**src/rtl/prio_pick_pkg.sv**
```systemverilog
package prio_pick_pkg;

    localparam int NSRC   = 64;
    localparam int GRP    = 8;
    localparam int PRI_W  = 4;
    localparam int MASK_W = 5;
    localparam int IDX_W  = $clog2(NSRC);
    localparam int STAT_W = 32;
    localparam int HALF_W = STAT_W / 2;

    typedef struct packed {
        logic             vld;
        logic [IDX_W-1:0] idx;
        logic [PRI_W-1:0] pri;
    } cand_t;

    // Candidates are offered in ascending index order; a later one of equal
    // priority displaces the holder, so ties settle on the higher index.
    function automatic cand_t pick(cand_t challenger, cand_t holder);
        if (challenger.vld && (!holder.vld || challenger.pri >= holder.pri))
            return challenger;
        return holder;
    endfunction

    function automatic logic [STAT_W-1:0] pack_status(cand_t c);
        logic [STAT_W-1:0] s;
        if (!c.vld) begin
            s = '1;
        end else begin
            s = '0;
            s[STAT_W-1:HALF_W] = HALF_W'(c.idx);
            s[PRI_W-1:0]       = c.pri;
        end
        return s;
    endfunction

endpackage

```
**src/rtl/prio_pick_group.sv**
```systemverilog
module prio_pick_group
    import prio_pick_pkg::*;
#(
    parameter int GRP_SZ = GRP,
    parameter int BASE   = 0
) (
    input  logic [GRP_SZ-1:0]       req_i,
    input  logic [GRP_SZ*PRI_W-1:0] pri_i,
    input  logic [MASK_W-1:0]       mask_i,
    output cand_t                   best_o,
    output logic                    above_o
);

    always_comb begin
        cand_t c;
        best_o  = '0;
        above_o = 1'b0;
        for (int i = 0; i < GRP_SZ; i++) begin
            c.vld  = req_i[i];
            c.idx  = IDX_W'(BASE + i);
            c.pri  = pri_i[i*PRI_W +: PRI_W];
            best_o = pick(c, best_o);
            if (req_i[i] && (MASK_W'(c.pri) > mask_i))
                above_o = 1'b1;
        end
    end

endmodule

```
**src/rtl/prio_pick_merge.sv**
```systemverilog
module prio_pick_merge
    import prio_pick_pkg::*;
#(
    parameter int N_GRP = NSRC / GRP
) (
    input  cand_t             grp_c   [N_GRP],
    input  logic [N_GRP-1:0]  grp_above,
    input  logic              mask_max,
    output cand_t             win_o,
    output logic              thr_o
);

    always_comb begin
        win_o = '0;
        for (int g = 0; g < N_GRP; g++)
            win_o = pick(grp_c[g], win_o);
        thr_o = (|grp_above) | (mask_max & win_o.vld);
    end

endmodule

```
**src/rtl/prio_pick.sv**
```systemverilog
module prio_pick
    import prio_pick_pkg::*;
#(
    parameter int N_SRC  = NSRC,
    parameter int GRP_SZ = GRP
) (
    input  logic                    clk,
    input  logic                    rst,
    input  logic [N_SRC-1:0]        req_i,
    input  logic [N_SRC*PRI_W-1:0]  pri_i,
    input  logic [MASK_W-1:0]       mask_i,
    output logic                    valid_o,
    output logic [IDX_W-1:0]        idx_o,
    output logic [PRI_W-1:0]        pri_o,
    output logic [STAT_W-1:0]       status_o,
    output logic                    thr_o
);

    localparam int N_GRP = N_SRC / GRP_SZ;

    cand_t            grp_c   [N_GRP];
    logic [N_GRP-1:0] grp_above;
    cand_t            s1_c    [N_GRP];
    logic [N_GRP-1:0] s1_above;
    logic             s1_maxm;
    cand_t            win;
    logic             thr_n;

    // Stage 1: one leaf scan per group, registered.
    for (genvar g = 0; g < N_GRP; g++) begin : g_leaf
        prio_pick_group #(.GRP_SZ(GRP_SZ), .BASE(g*GRP_SZ)) u_grp (
            .req_i   (req_i[g*GRP_SZ +: GRP_SZ]),
            .pri_i   (pri_i[g*GRP_SZ*PRI_W +: GRP_SZ*PRI_W]),
            .mask_i  (mask_i),
            .best_o  (grp_c[g]),
            .above_o (grp_above[g])
        );

        always_ff @(posedge clk) begin
            if (rst) s1_c[g] <= '0;
            else     s1_c[g] <= grp_c[g];
        end
    end

    always_ff @(posedge clk) begin
        if (rst) begin
            s1_above <= '0;
            s1_maxm  <= 1'b0;
        end else begin
            s1_above <= grp_above;
            s1_maxm  <= &mask_i;
        end
    end

    // Stage 2: merge the group winners, registered at the outputs.
    prio_pick_merge #(.N_GRP(N_GRP)) u_merge (
        .grp_c     (s1_c),
        .grp_above (s1_above),
        .mask_max  (s1_maxm),
        .win_o     (win),
        .thr_o     (thr_n)
    );

    always_ff @(posedge clk) begin
        if (rst) begin
            valid_o  <= 1'b0;
            idx_o    <= '0;
            pri_o    <= '0;
            status_o <= '1;
            thr_o    <= 1'b0;
        end else begin
            valid_o  <= win.vld;
            idx_o    <= win.idx;
            pri_o    <= win.pri;
            status_o <= pack_status(win);
            thr_o    <= thr_n;
        end
    end

    // Cycles since reset, so that two-deep history checks start clean.
    logic [1:0] warm;
    always_ff @(posedge clk) begin
        if (rst)               warm <= '0;
        else if (warm != 2'd2) warm <= warm + 2'd1;
    end

    AST_IDLE_ALL_ONES: assert property (@(posedge clk) disable iff (rst)
        !valid_o |-> status_o == '1);

    AST_STATUS_FIELDS: assert property (@(posedge clk) disable iff (rst)
        valid_o |-> (status_o[STAT_W-1:HALF_W] == HALF_W'(idx_o)) &&
                    (status_o[HALF_W-1:PRI_W] == '0) &&
                    (status_o[PRI_W-1:0] == pri_o));

    AST_WINNER_ACTIVE: assert property (@(posedge clk) disable iff (rst)
        (valid_o && warm == 2'd2) |-> (($past(req_i, 2) >> idx_o) & 1) != 0);

    AST_WINNER_PRI: assert property (@(posedge clk) disable iff (rst)
        (valid_o && warm == 2'd2) |->
            PRI_W'($past(pri_i, 2) >> (idx_o * PRI_W)) == pri_o);

    AST_VALID_LATENCY: assert property (@(posedge clk) disable iff (rst)
        (warm == 2'd2) |-> valid_o == ($past(req_i, 2) != '0));

    AST_THR_NEEDS_REQ: assert property (@(posedge clk) disable iff (rst)
        thr_o |-> valid_o);

endmodule

```
**config.mk**
```make
export PLATFORM = sky130hd
export DESIGN_NAME = prio_pick
export DESIGN_NICKNAME = d
export VERILOG_FILES = /design/src/rtl/prio_pick_pkg.sv /design/src/rtl/prio_pick_group.sv /design/src/rtl/prio_pick_merge.sv /design/src/rtl/prio_pick.sv
export SDC_FILE = /design/constraint.sdc
export NUM_CORES = 1
export LEC_CHECK = 0
export ABC_CLOCK_PERIOD_IN_PS = 12570
export BUFFER_PORTS_ARGS = -buffer_cell sky130_fd_sc_hd__buf_2
export CAP_MARGIN = 10
export CORE_MARGIN = 4
export CORE_UTILIZATION = 45
export CTS_CLUSTER_SIZE = 16
export DETAILED_ROUTE_END_ITERATION = 8
export PLACE_DENSITY_LB_ADDON = 0.05
export SKIP_CTS_REPAIR_TIMING = 1
export SLEW_MARGIN = 20
export SYNTH_ARGS = -nofsm -noshare
export SYNTH_HDL_FRONTEND = slang
export SYNTH_SLANG_ARGS = --single-unit
export TNS_END_PERCENT = 50
```
**constraint.sdc**
```tcl
create_clock -name clk -period 12.57 [get_ports clk]
set_clock_uncertainty 0.2 [all_clocks]
set_input_delay 0.6285 -clock clk [delete_from_list [all_inputs] [get_ports clk]]
set_output_delay 0.6285 -clock clk [all_outputs]
set_load 0.02 [all_outputs]
```
[Yosys cells after proc, flatten, opt, wreduce, memory -nomap -nowiden]
Cells that the tools add are included.
Widths: inputs -> output; s select.
Storage, ports and cells
  flip-flop bits (word level): 141
  input bits: 327
  output and inout port bits: 44
  logic and storage cells: 699
Cells by class
  order comparisons: 127
  muxes and demuxes: 281
  bitwise operators: 3
  reduce and logical (&&, ||, !) cells: 256
Operator list (count)
  $mux 11: 144
  $gt 4x5->1: 64
  $ge 4x4->1: 63
  $mux 1: 136
  $logic_and 1x1->1: 127
  $logic_not 1->1: 63
  $logic_or 1x1->1: 63
  $mux 32: 1
  $reduce_or 8->1: 1
  $reduce_and 5->1: 1
  $reduce_or 2->1: 1
  $and 1x1->1: 1
  $not 1->1: 1
  $or 1x1->1: 1

[Depth between registers and ports, before layout]
  word-level depth: 39
  gate-level depth with buffers: 54
  mapped depth without buffers: 47

[Cells and area by module]
From an unflattened synthesis, not the netlist that was laid out.
Second synthesis, totals
  cells, all modules: 2827
  area total of the unflattened synthesis: 21453.1 um^2
By module, submodules not included
  prio_pick_group at g_leaf[1].u_grp ...: times used 5, cells each 286, area each 2019.4 um^2, seq. area each 0.0 um^2
  prio_pick: times used 1, cells each 276, area each 3412.0 um^2, seq. area each 2402.3 um^2
  prio_pick_group at g_leaf[0].u_grp: times used 1, cells each 281, area each 2053.2 um^2, seq. area each 0.0 um^2
  prio_pick_group at g_leaf[4].u_grp: times used 1, cells each 286, area each 2018.2 um^2, seq. area each 0.0 um^2
  prio_pick_group at g_leaf[7].u_grp: times used 1, cells each 285, area each 2014.4 um^2, seq. area each 0.0 um^2
  prio_pick_merge: times used 1, cells each 269, area each 1858.0 um^2, seq. area each 0.0 um^2

[Worst setup path after synthesis]
No wires, ideal clock.
  path type: input to register
  start: input req_i[0]
  end: register s1_c[80] in the netlist's numbering
  setup time: 0.076 ns
  arrival time: 9.637 ns
  data required time: 12.294 ns
  slack: 2.657 ns
  cell stages on the path: 44
  buffers on the path: 4
  path through: buf_2 -> clkbuf_1 -> nand2_1 -> ha_1 -> and2_1 -> a21o_1 -> a211oi_1 -> ha_1 -> a21o_1 -> a31oi_1 -> o21a_1 -> mux2_2 -> ha_1 -> a21o_1 -> a31oi_1 -> o21ai_1 -> o21ai_0 -> inv_1 -> [8 not listed] -> o21ai_0 -> a21oi_1 -> o31a_1 -> clkbuf_1 -> or2_2 -> o21ai_0 -> inv_1 -> ha_1 -> o21ai_0 -> a21oi_1 -> o31ai_1 -> mux2_2 -> ha_1 -> o21ai_0 -> a21oi_1 -> o31a_1 -> or3_1 -> o22ai_1
On the way
  word-level cells in the longest chain between the ends: 37
  elaborated cells between the ends (all ways): 44
  classes of those cells: 7 x order compare; 16 x mux; 21 x reduce/logical
RTL lines
  start: declaration: line prio_pick.sv:9  | input logic [N_SRC-1:0] req_i,
  $mux 1 (*): line prio_pick_pkg.sv:20  | if (challenger.vld && (!holder.vld || challenger.pri >= holder.pri))
  $mux 11 (*): line prio_pick_pkg.sv:22  | return holder;
  $ge 4x4->1 / $logic_not 1->1 (equally long branches): line prio_pick_pkg.sv:20
  $logic_or 1x1->1: line prio_pick_pkg.sv:20
  $logic_and 1x1->1: line prio_pick_pkg.sv:20
  $mux 1: line prio_pick_pkg.sv:20
  $mux 11 (*): line prio_pick_pkg.sv:22
  $ge 4x4->1 / $logic_not 1->1 (equally long branches): line prio_pick_pkg.sv:20
  [21 not listed]
  $logic_and 1x1->1: line prio_pick_pkg.sv:20
  $mux 1: line prio_pick_pkg.sv:20
  $mux 11 (*): line prio_pick_pkg.sv:22
  $ge 4x4->1 / $logic_not 1->1 (equally long branches): line prio_pick_pkg.sv:20
  $logic_or 1x1->1: line prio_pick_pkg.sv:20
  $logic_and 1x1->1: line prio_pick_pkg.sv:20
  $mux 1: line prio_pick_pkg.sv:20
  $mux 11 (*): line prio_pick_pkg.sv:22
  end signal: indexed assignment: line prio_pick.sv:41  | else s1_c[g] <= grp_c[g];
  end: declaration: line prio_pick.sv:23  | cand_t s1_c [N_GRP];
Mark *: on every way between the ends. The rest lies on a longest branch, timed or not.
A chain may end at the register's enable or synchronous reset.

[Worst setup path in the final report]
  start: register s1_c[87] in the netlist's numbering
  end: register idx_o[4]
On the way
  word-level cells in the longest chain between the ends: 37
  elaborated cells between the ends (all ways): 44
  classes of those cells: 7 x order compare; 16 x mux; 21 x reduce/logical
RTL lines
  $mux 1 (*): line prio_pick_pkg.sv:20
  $mux 11 (*): line prio_pick_pkg.sv:22
  $ge 4x4->1 / $logic_not 1->1 (equally long branches): line prio_pick_pkg.sv:20
  $logic_or 1x1->1: line prio_pick_pkg.sv:20
  $logic_and 1x1->1: line prio_pick_pkg.sv:20
  $mux 1: line prio_pick_pkg.sv:20
  $mux 11 (*): line prio_pick_pkg.sv:22
  $ge 4x4->1 / $logic_not 1->1 (equally long branches): line prio_pick_pkg.sv:20
  [21 not listed]
  $logic_and 1x1->1: line prio_pick_pkg.sv:20
  $mux 1: line prio_pick_pkg.sv:20
  $mux 11 (*): line prio_pick_pkg.sv:22
  $ge 4x4->1 / $logic_not 1->1 (equally long branches): line prio_pick_pkg.sv:20
  $logic_or 1x1->1: line prio_pick_pkg.sv:20
  $logic_and 1x1->1: line prio_pick_pkg.sv:20
  $mux 1: line prio_pick_pkg.sv:20
  $mux 11 (*): line prio_pick_pkg.sv:22
  end signal: assignment: line prio_pick.sv:73  | idx_o <= win.idx;
  end: declaration: line prio_pick.sv:13  | output logic [IDX_W-1:0] idx_o,
Marks and branches as above.

==> results.md <==
- The layout has 4366 filler cells.
- The critical-path cell with the highest stage delay is o31ai_2.
- The final number of max-transition violations came to 0.
- In this run the deepest clock path goes through 2 buffers.
- For this run the aggregate overflow at the end of global routing stands at 0.
- For the worst setup path, the data arrival time is 11590 ps.
- In the routed layout, each cell is associated on average with a via count of 5.88.
- The multiplexer share of the synthesized area is 3.97%.
- The required time at the worst-slack endpoint is 12650 ps.
- By area the synthesized netlist is led by ha_1, dfxtp_1, o21ai_0, nand2b_1, nand2_1.
- From left edge to right edge, the die measures 220 um.
- The commonest register cell after synthesis is dfxtp_1.
- The final critical-path required period is 11510 ps.
- Summing all placed instances gives a cell area of 0.0224 mm^2.
- Summing the areas of all and, or, nand and nor instances in the mapped netlist gives 22.4% of the synthesized area.
- For this design the ratio of total power to cell area is 168 mW/mm^2.
- The instance count of the mapped netlist is 2630.
- The run finished with clean final reports.
- The register clock-pin slew on the reported worst setup and hold paths is 80 ps.
- Entering global routing, the biggest net connects 66 pins.
- The area of the mapped netlist is 0.0201 mm^2.
- The first detailed-routing pass ran for 5 iterations.
- The wire length of the first global-routing pass is 104 mm.
- Setup violations remaining at the end of the flow were counted as 0.
- The count of final hold-check violations is 0.
- The compound-gate portion of the synthesized area is 25.9%.
- The remaining routing DRC violations is 0.
- After synthesis, the largest family of logic cells by area is adder cells.
- The worst pin sits at a relative slew slack of 23.8%.
- After routing the design area is 0.0227 mm^2.
- The initialized floorplan defines 77 standard-cell rows.
- Together, buffers and inverters on the worst path number 3.
- Leaving out filler cells and counting taps, the final layout contains 3545.
- At the pin with the least slew margin, the transition time is 1140 ps.
- The sum of routed wire length over all layers is 65.5 mm.
- The number of antenna violations at the first check in global routing is 14.
- The distinct cell type count of the synthesized netlist is 62.
- 371 I/O pins were placed.
- The number of global-route vias before repair is 20.3k.
- Global routing consumed, over all layers together, 25.9% of the routing resources.
- The class of the tightest hold or removal check is register to register.
- The last weighted congestion value of the routability-driven placer is 0.958.
- The tree is rooted in a clkbuf_16.
- The most numerous cell on the critical path is ha_1.
- For this configuration, the core starts out at a cell density of 45.6%.
- Once detail routing completed, the nets flagged for antenna violations numbered 0.
- The critical path class is register to register.
- The kind of launch point of the worst setup path is a register.
- The floorplan step defined a core boundary enclosing 0.0442 mm^2.
- The cell leakage power is 11.2 nW.
- Detailed placement finished with a half-perimeter wire length of 53.3 mm.
- The H-tree generated during clock tree synthesis spans 3 levels.
- The final-stage net count is 3771.
- In the synthesized netlist the async set-or-reset flop fraction comes to 0%.
- The longest individual stage delay on the worst path is 600 ps.
- The number of placed instances, taps included, is 3517.
- In the final timing run, aggregate negative setup slack is 0 ps.
- TritonCTS built the clock tree.
- The routed length per placed instance is 18.5 um.
- The fraction of final layout cells sized beyond drive strength 1 is 16.1%.
- The net count after synthesis is 3465.
- The area growth from synthesis to final layout is 12.7%.
- In this run the worst path has a maximum fanout of 18.
- In this run, synthesis produced a sequential element count of 103.
- The total die area is 0.0482 mm^2.
- The number of warnings reported in the yosys synthesis log is 0.
- The synthesized design spends more area on one cell type than any other, namely ha_1.
- The synthesized netlist devotes 31.6% of its cell area to adder and majority cells.
- The total number of vias is 20.8k.
- The worst setup path is captured at a register.
- The die is 220 um tall.
- Setup repair after global routing left no endpoint under its margin.
- In this run, CTS created clock tree buffers numbering 9.
- The highest ir drop seen on vdd is 0.203 mV.
- After Yosys synthesis, XOR and XNOR cells account for 0% of the synthesized area.
- Clock latency on the worst-skew pair, taken at its later pin, is 350 ps.
- Dividing the final minimum period by the clock period gives 91.6%.
- The achievable clock frequency is 0.0869 GHz.
- Input and output buffers added on the ports amount to 370.
- The post-place setup slack is 959 ps.
- In the post-route analysis, the smallest setup slack over all paths is 1060 ps.
- The synthesized area divided by synthesized cell count is 7.66 um^2.
- The clock net sink count is 103.
- Among cell families on the critical path, the largest total delay comes from compound AO/OA/AOI/OAI gates.
- Summed over its instances, the top area cell type makes up 31.6% of the synthesized netlist area.
- After synthesis, flip-flops and latches occupy 10.2% of the total area.
- The number of enable flip-flop cells after synthesis is 0.
- The number of design-rule violations left by the first detailed-router iteration is 1280.
- The tool flagged a number of max-cap violations equal to 0.
[routing by layer]
| layer | up-vias | wire [um] | track usage [%] |
|---|---|---|---|
| met5 | - | 7 | 0 |
| met2 | 535 | 31100 | 45.6 |
| met3 | 88 | 3070 | 2.88 |
| met1 | 9761 | 29800 | 33.9 |
| li1 | 10400 | - | - |
| met4 | 2 | 1520 | 6.09 |
[cells by family after synthesis]
logic type      count (synthesis)
simple gates                  844
fa+ha+maj                     508
buf+inv                       286
mux                            73
compound gates                816
flops                         103
[flip-flops by register name, indices dropped and copies added, names as in the netlist]
signal / count
valid_o: 1
status_o: 11
s1_above: 8
idx_o: 6
s1_maxm: 1
pri_o: 4
thr_o: 1
s1_c: 71
[worst reg2reg max path: cells and delay by family (launching register included)]
kind | cells | cell delay [ps]
and+or+nand+nor | 13 | 2050
AOI/OAI and AO/OA | 24 | 6180
adders and majority gates | 7 | 2100
buffers and inverters | 3 | 380
DFF | 1 | 560
[layout by cell type, fill, tap and decap left out, types with 11 or more instances in the layout]
cell type  instances
nor2b_1          102
o31a_1            32
o22ai_1           65
nand3b_1          64
a211oi_1          58
buf_2            369
o21ai_1           16
diode_2           12
nand2_1          231
o21a_1            22
nand2b_1         147
nor2_1           106
mux2i_1           17
and3_1            36
nand4_1           66
inv_1            201
ha_1             508
a21oi_1          143
o21ai_0          246
a21o_1            48
mux2_2            56
dfxtp_1          103
nor3_1            11
nor4_1            20
o221ai_1          60
a31oi_1           36
and2_1            21
a22oi_1           33
[report_power, final]
group	total (W)	switching, W	internal (W)
logic	0.00300	0.00181	0.00118
clock network	0.000280	0.000135	0.000146
registers	0.000534	0.0000813	0.000452
[Yosys cell counts (4+ instances only)]
cell / count
a21oi_1: 143
nor2_1: 107
o22ai_1: 65
o31a_1: 32
a22oi_1: 33
dfxtp_1: 103
a211oi_1: 58
nand2_1: 231
a311oi_1: 6
o21ai_1: 13
mux2i_1: 17
a32o_1: 4
a211o_1: 8
nand4_1: 66
a21o_1: 48
or2_2: 9
nor3b_1: 9
o221ai_1: 60
or3_1: 9
o21ai_0: 249
clkbuf_1: 46
ha_1: 508
a31oi_1: 37
nor3_1: 11
and3_1: 36
buf_2: 10
and2_1: 21
mux2_2: 56
nor4_1: 20
o31ai_1: 9
nand3b_1: 64
buf_4: 23
nor2b_1: 102
inv_1: 204
a221o_1: 4
nand2b_1: 147
o21a_1: 22
nand3_1: 7
[final cells by class]
class / count / area, um^2 / area share (%)
antenna: 12 / 30.0 / 0.132
clock buffer: 10 / 239 / 1.05
clock inverter: 6 / 62.6 / 0.275
inverter: 204 / 766 / 3.37
multi-input combinational: 2241 / 16900 / 74.4
sequential: 103 / 2060 / 9.08
tap: 592 / 741 / 3.26
timing repair buffer: 377 / 1910 / 8.40
[worst paths after layout]
path	slack [ps]	from	end	cells after the start
min	230	s1_maxm$_SDFF_PP0_	thr_o$_SDFF_PP0_	1
max	1060	s1_c[87]$_SDFF_PP0_	idx_o[4]$_SDFF_PP0_	47
max reg2reg	1060	s1_c[87]$_SDFF_PP0_	idx_o[4]$_SDFF_PP0_	47
min reg2reg	230	s1_maxm$_SDFF_PP0_	thr_o$_SDFF_PP0_	1
[stage by stage]
step                total power, W  hold WS [ps]  utilization, %
global route               0.00424           242            51.3
CTS                        0.00379           231            51.3
detailed placement         0.00349           213            50.6
finish                     0.00381           230            51.4
floorplan                  0.00273           203               -
global placement           0.00343           215            50.6
Power figures use the tool's default switching activity.
